$ cat src/rtl/credit_pkg.sv
// Shared types for the per-VC credit flow controller.
package credit_pkg;
    // Update applied to one credit counter in a cycle.
    typedef enum logic [1:0] {
        CR_HOLD = 2'd0,
        CR_DEC  = 2'd1,
        CR_INC  = 2'd2
    } cr_op_e;
endpackage

$ cat src/rtl/vc_onehot_dec.sv
// Turns a valid strobe plus a binary VC index into a one-hot vector.
// Assumes: an index at or above NUM_VC gives an all-zero vector.
module vc_onehot_dec #(
    parameter int NUM_VC = 4,
    parameter int VCW    = 2
) (
    input  logic              vld_i,
    input  logic [VCW-1:0]    idx_i,
    output logic [NUM_VC-1:0] hot_o
);
    // One comparator per VC.
    for (genvar g = 0; g < NUM_VC; g++) begin : g_dec
        assign hot_o[g] = vld_i && (idx_i == VCW'(g));
    end
endmodule

$ cat src/rtl/vc_credit_cnt.sv
// Credit counter for one VC. It starts at DEPTH, a taken send lowers it,
// a returned credit raises it, and the two together cancel out.
// Assumes: take_i is only asserted while ok_o is high. A credit returned
// at DEPTH with no send in the same cycle is a protocol error; the count
// is held at DEPTH and an assertion reports it.
module vc_credit_cnt
    import credit_pkg::*;
#(
    parameter int DEPTH = 4,
    parameter int CW    = 3
) (
    input  logic clk,
    input  logic rst_n,
    input  logic req_i,
    input  logic take_i,
    input  logic rtn_i,
    output logic ok_o
);
    logic [CW-1:0] cnt_q;
    cr_op_e        op;

    // Choose this cycle's update from the send and credit strobes.
    always_comb begin
        op = CR_HOLD;
        if (take_i && !rtn_i)
            op = CR_DEC;
        else if (rtn_i && !take_i && (cnt_q < CW'(DEPTH)))
            op = CR_INC;
    end

    // Credit count register, loaded with the full depth on reset.
    always_ff @(posedge clk) begin
        if (!rst_n)
            cnt_q <= CW'(DEPTH);
        else if (op == CR_DEC)
            cnt_q <= cnt_q - 1'b1;
        else if (op == CR_INC)
            cnt_q <= cnt_q + 1'b1;
    end

    // Send allowed while any credit is left.
    assign ok_o = (cnt_q != '0);


    no_overflow_chk: assert property (@(posedge clk) disable iff (!rst_n)
        !(rtn_i && !take_i && (cnt_q == CW'(DEPTH))));

    no_underflow_chk: assert property (@(posedge clk) disable iff (!rst_n)
        (cnt_q == '0) |-> !take_i);

    zero_hold_chk: assert property (@(posedge clk) disable iff (!rst_n)
        (req_i && (cnt_q == '0) && !rtn_i) |=> (cnt_q == '0));

    send_dec_chk: assert property (@(posedge clk) disable iff (!rst_n)
        (take_i && !rtn_i) |=> (cnt_q == CW'($past(cnt_q) - 1'b1)));

    rtn_inc_chk: assert property (@(posedge clk) disable iff (!rst_n)
        (rtn_i && !take_i && (cnt_q < CW'(DEPTH))) |=> (cnt_q == CW'($past(cnt_q) + 1'b1)));

    both_hold_chk: assert property (@(posedge clk) disable iff (!rst_n)
        (rtn_i && take_i) |=> $stable(cnt_q));
endmodule

$ cat src/rtl/credit_link_ctrl.sv
// Upstream credit flow controller: one credit counter per VC. A send to a
// VC is taken only if that VC still has a credit, so the receive buffers
// never overflow.
// Assumes: DEPTH is larger than the credit round trip if full rate is
// wanted. The send requester obeys snd_ok, but a request to a blocked VC
// is ignored anyway.
module credit_link_ctrl #(
    parameter int NUM_VC = 4,
    parameter int DEPTH  = 4,
    localparam int VCW   = (NUM_VC > 1) ? $clog2(NUM_VC) : 1,
    localparam int CW    = $clog2(DEPTH + 1)
) (
    input  logic              clk,
    input  logic              rst_n,
    input  logic              snd_req,
    input  logic [VCW-1:0]    snd_vc,
    output logic [NUM_VC-1:0] snd_ok,
    input  logic              crd_rtn,
    input  logic [VCW-1:0]    crd_vc
);
    logic [NUM_VC-1:0] snd_hot;
    logic [NUM_VC-1:0] crd_hot;
    logic [NUM_VC-1:0] take;

    vc_onehot_dec #(.NUM_VC(NUM_VC), .VCW(VCW)) u_snd_dec (
        .vld_i(snd_req), .idx_i(snd_vc), .hot_o(snd_hot));
    vc_onehot_dec #(.NUM_VC(NUM_VC), .VCW(VCW)) u_crd_dec (
        .vld_i(crd_rtn), .idx_i(crd_vc), .hot_o(crd_hot));

    // Gate each request by its VC's credit state.
    always_comb take = snd_hot & snd_ok;

    for (genvar g = 0; g < NUM_VC; g++) begin : g_vc
        vc_credit_cnt #(.DEPTH(DEPTH), .CW(CW)) u_cnt (
            .clk   (clk),
            .rst_n (rst_n),
            .req_i (snd_hot[g]),
            .take_i(take[g]),
            .rtn_i (crd_hot[g]),
            .ok_o  (snd_ok[g]));
    end


    one_take_chk: assert property (@(posedge clk) disable iff (!rst_n)
        $onehot0(take));
endmodule

$ cat config.mk
export PLATFORM = sky130hd
export DESIGN_NAME = credit_link_ctrl
export DESIGN_NICKNAME = d
export VERILOG_FILES = /design/src/rtl/credit_pkg.sv /design/src/rtl/vc_onehot_dec.sv /design/src/rtl/vc_credit_cnt.sv /design/src/rtl/credit_link_ctrl.sv
export SDC_FILE = /design/constraint.sdc
export NUM_CORES = 1
export LEC_CHECK = 0
export BUFFER_PORTS_ARGS = -buffer_cell sky130_fd_sc_hd__buf_2
export CORE_MARGIN = 2
export CORE_UTILIZATION = 30
export CTS_CLUSTER_DIAMETER = 200
export DETAILED_ROUTE_END_ITERATION = 8
export SYNTH_ARGS = -nofsm -noshare
export SYNTH_HDL_FRONTEND = slang
export SYNTH_SLANG_ARGS = --single-unit
$ cat constraint.sdc
create_clock -name clk -period 3.49 [get_ports clk]
set_input_delay 0 -clock clk [delete_from_list [all_inputs] [get_ports clk]]
set_output_delay 0 -clock clk [all_outputs]
set_load 0.05 [all_outputs]
* Word-level counts from Yosys, hierarchy flattened
Cells that the tools add are included.
Operators by class: mux-type cells 16, eq/ne operators 14, reduce and logical (&&, ||, !) cells 38, $lt $le $gt $ge 4, bitwise gates (word level) 1, add/sub/neg operators 8
Operator list (count):
- $mux 3 | 8
- $logic_and 1x1->1 | 20
- $eq 2x2->1 const B | 8
- $mux 2 | 8
- $add 3x1->3 const B | 4
- $eq 2x1->1 const B | 6
- $lt 3x3->1 const B | 4
- $reduce_bool 3->1 | 4
- $sub 3x1->3 const B | 4
- $logic_not 1->1 | 8
- $reduce_bool 2->1 | 4
- $and 4x4->4 | 1
- $logic_not 2->1 | 2
Word-level totals: bits of input ports 8, register bits 12, output and inout bits 4

* Depth between registers and ports, before layout
depth after elaboration 11, mapped depth 5, gate-level depth less buffers 5

* Modules after synthesis
A second synthesis with hierarchy kept.
Second synthesis, totals: cell total of the unflattened synthesis 104, area total of the unflattened synthesis 895.9 um^2
By module, submodules not included:
- vc_credit_cnt | area each 198.9 um^2, instances 4, cells an instance 23
- vc_onehot_dec | area each 37.5 um^2, instances 2, cells an instance 4
- credit_link_ctrl | area each 25.0 um^2, instances 1, cells an instance 4

* Least setup slack after synthesis
Ideal clock, no wire load.
path type register -> register, start reg g_vc[0].u_cnt.cnt_q[0], end reg g_vc[0].u_cnt.cnt_q[1], stages on the path, launching flop included 6, library setup time 0.072 ns, path slack 1.787 ns, period minus slack after synthesis 1.703 ns, data required time 3.418 ns, data arrival time 1.631 ns, path through dfxtp_1 or3_4 nand3_1 fa_1 or2b_2 mux2i_1
Between the ends: cells in the longest elaborated chain, start to end 9, elaborated cells on any way between the ends 16, those cells by class add/sub: 2; order compare: 1; eq/ne: 2; mux: 4; bitwise: 1; reduce/logical: 6
Ends and longest elaborated chain:
- from (decl) | RTL line vc_credit_cnt.sv:19 | logic [CW-1:0] cnt_q;
- from (signal assigned) | RTL line vc_credit_cnt.sv:34 | cnt_q <= CW'(DEPTH);
- from (signal assigned) | RTL line vc_credit_cnt.sv:36 | cnt_q <= cnt_q - 1'b1;
- from (signal assigned) | RTL line vc_credit_cnt.sv:38 | cnt_q <= cnt_q + 1'b1;
- $reduce_bool 3->1 (*) | RTL line vc_credit_cnt.sv:42 | assign ok_o = (cnt_q != '0);
- net g_vc[0].u_cnt.ok_o | RTL line vc_credit_cnt.sv:17 | output logic ok_o
- $and 4x4->4 (*) | RTL line credit_link_ctrl.sv:31 | always_comb take = snd_hot & snd_ok;
- $logic_not 1->1 | RTL line vc_credit_cnt.sv:27 | else if (rtn_i && !take_i && (cnt_q < CW'(DEPTH)))
- $logic_and 1x1->1 (2 in a row) | RTL line vc_credit_cnt.sv:27
- $mux 2 | RTL line vc_credit_cnt.sv:27
- $mux 2 (*) | RTL line vc_credit_cnt.sv:25 | if (take_i && !rtn_i)
- $eq 2x1->1 or $eq 2x2->1 (tied branches) | RTL line vc_credit_cnt.sv:35, vc_credit_cnt.sv:37
- $mux 3 or $reduce_bool 2->1 (tied branches)
The timed path passes the listed nets; every way through them passes the cells marked *. The select of a mux whose other input is x is not followed. A chain may end at the register's enable or synchronous reset.

* Final worst setup path
start reg g_vc[0].u_cnt.cnt_q[0], end reg g_vc[0].u_cnt.cnt_q[1]
Between the ends: cells in the longest elaborated chain, start to end 9, elaborated cells on any way between the ends 16, those cells by class add/sub: 2; order compare: 1; eq/ne: 2; mux: 4; bitwise: 1; reduce/logical: 6
Ends and longest elaborated chain (RTL line):
- $reduce_bool 3->1 | vc_credit_cnt.sv:42
- $and 4x4->4 | credit_link_ctrl.sv:31
- $logic_not 1->1 | vc_credit_cnt.sv:27
- $logic_and 1x1->1 (2 in a row) | vc_credit_cnt.sv:27
- $mux 2 | vc_credit_cnt.sv:27
- $mux 2 | vc_credit_cnt.sv:25
- $eq 2x1->1 or $eq 2x2->1 (tied branches) | vc_credit_cnt.sv:35, vc_credit_cnt.sv:37
- $mux 3 or $reduce_bool 2->1 (tied branches)
Several ways; a longest one is shown, not always the timed one. The select of a mux whose other input is x is not followed.

==> impl_metrics.yaml <==
yosys:
  async_flop_share: 0
  yosysMostFrequentCell: "nand2_1"
  synth_area_leaders: "dfxtp_1 27%, fa_1 9.1%, mux2i_1 9.1%"
  synth_top_cells_by_count: "16 x nand2_1, 12 x dfxtp_1, 11 x inv_1"
  syn_nets: 110
  netlist_area_um2: 880
  syn_inst: 98
  ys_types: 26
  synth_area_leader_cell: "dfxtp_1"
  yosys_warnings: 0
  synth_seq_cells: 12
  synth_edf_count: 0
  yosysSeqAreaShare: 0.273
  synth_top_area_frac: 0.273
  synth_flop_cell: "dfxtp_1"
  avgSynthCellArea_um2: 8.98
global_routing:
  grt_overflow: 0
  grt_usage: 0.103
  grt_pass1_wl_um: 2590
  grt_pass1_vias: 619
  antenna_found_initial: 0
  grt_start_max_net_pins: 21
detailed_routing:
  drtIter0Drc: 6
  drt-total-wl_um: 1540
  via_count: 664
  drc: 0
  dr.pass1.iters: 4
  via_per_inst: 4.81
  ant_nets: 0
  wl_per_cell_um: 11.1
sta:
  finalMaxSlewViolations: 0
  min_period_over_period: 0.517
  setup_tns_ns: 0
  fin_hold_ws_ns: 0.0931
  hold_viol_final: 0
  rsz0062_at_grt: "no"
  worst_pin_slew_ns: 0.358
  slew_headroom: 0.761
  finalSetupViolations: 0
  fmax_mhz: 555
  period_minus_slack_ns: 1.80
  skew_ns: 0.00569
clock_network:
  clk_latency_ns: 0.28
  path_clk_slew_ns: 0.08
  clockRootBuffer: "clkbuf_4"
  clock-sinks: 12
  cts_htree_levels: 1
  cts_tree: "built"
  cts_buffer_depth: 2
  postCtsSetupRepairBufs: 0
  cts_made_buffers: 3
  hold_buffers: 0
  post_cts_resized: 0
power_and_ir_drop:
  p_leak_nw: 0.381
  vdd.ir_drop.worst_mv: 0.238
  power_density_nw_per_um2: 341
  power.total_mw: 0.325
die:
  row_count: 19
  die_h_um: 58.1
  initial_core_util: 0.316
  die_area_um2: 3380
  coreArea_um2: 2780
  die_w_um: 58.1
  ios: 12
layout:
  post-route-cell-area_um2: 953
  area_growth_pct: 8.39
  largest_register: "g_vc.u_cnt.cnt_q"
  reg_top3: "g_vc.u_cnt.cnt_q (12)"
  layout-drive-gt1-share: 0.252
  final_nets: 120
  largest_register_ff_count: 12
  diodes: 0
  stdcell_count: 138
setup_path:
  worstPathCellList: "or3_4, nand3_1, fa_1, or2b_2, mux2i_1"
  slowest_stage: "fa_1"
  arrival_ns: 2.02
  start_kind: "flip-flop"
  crit_fanout: 4
  crit_type: "reg -> reg"
  r2r_slack_ns: 1.69
  cp.required_ns: 3.70
  critPathCaptureType: "flip-flop"
  slowest_delay_ns: 0.43
placed_design:
  gp_congestion: 0.691
  hpwl_um: 1160
  dpl-instance-area_um2: 917
  dp.cells: 134
  port_buffers: 11
hold_path:
  hold_path.class: "in -> reg"
status:
  status: "complete, no violations"
run:
  cap_violations: 0
-- area by class of cell --
cell class	instances	area, µm²
Fill cell	284	1830
Multi-Input combinational cell	69	542
Sequential cell	12	240
Timing Repair Buffer	11	55.1
Inverter	11	41.3
Tap cell	31	38.8
Clock buffer	4	36.3
-- cells by family (layout without fill, tap and decap cells) --
family                   Yosys count  after routing  synth area share
AO/OA/AOI/OAI                     12             12            0.0982
flip-flops                        12             12             0.273
AND/OR/NAND/NOR                   45             45             0.336
buffers and inverters             17             26             0.111
adder cells (fa/ha/maj)            4              4            0.0910
multiplexers                       8              8            0.0910
-- per-layer routing --
| layer | track usage | wire length, µm | vias to the layer above |
|---|---|---|---|
| met3 | 0.0424 | 57 | 2 |
| met2 | 0.162 | 704 | 9 |
| met4 | 0.0399 | 17 | 0 |
| met5 | 0 | 0 | - |
| li1 | - | - | 350 |
| met1 | 0.126 | 757 | 303 |
-- cell usage in the layout (no fill, tap or decap), types with 2 or more instances in the layout --
master	Yosys	final
a21o_1	3	3
a21oi_1	4	4
and3b_1	2	2
buf_2	0	11
clkbuf_4	0	3
dfxtp_1	12	12
fa_1	4	4
inv_1	11	11
mux2i_1	8	8
nand2_1	16	16
nand2b_1	3	3
nand3_1	2	2
nand3_2	3	3
nand3b_1	5	5
nand4b_1	3	3
o21ai_2	3	3
or3_4	4	4
or3b_1	2	2
-- report_power, final --
part,leakage [nW],internal [mW],total (mW),switching (mW)
combinational,0.262,0.0246,0.0618,0.0372
clock,0.0210,0.0634,0.114,0.0503
sequential,0.0978,0.144,0.149,0.00586
-- worst paths after layout --
kind	startpoint	endpoint	cells after the start
setup / recovery	g_vc[0].u_cnt.cnt_q[0]$_SDFFE_PN0P_	g_vc[0].u_cnt.cnt_q[1]$_SDFFE_PN0P_	5
hold / removal	rst_n	g_vc[3].u_cnt.cnt_q[2]$_SDFFE_PN1P_	2
setup reg to reg	g_vc[0].u_cnt.cnt_q[0]$_SDFFE_PN0P_	g_vc[0].u_cnt.cnt_q[1]$_SDFFE_PN0P_	5
hold reg to reg	g_vc[2].u_cnt.cnt_q[0]$_SDFFE_PN0P_	g_vc[2].u_cnt.cnt_q[0]$_SDFFE_PN0P_	2
-- per-stage QoR --
stage	util	setup WS [ns]
after global placement	0.330	1.76
after floorplan	-	1.79
after global routing	0.343	1.62
final	0.343	1.69
after CTS	0.343	1.69
after detailed placement	0.330	1.71
-- critical path: cells and delay by family (launching register included) --
kind	cells	cell delay (ns)
adder cells (fa/ha/maj)	1	0.43
AND/OR/NAND/NOR	3	0.86
flip-flops	1	0.33
multiplexers	1	0.12
(Power assumes the default switching activity.)
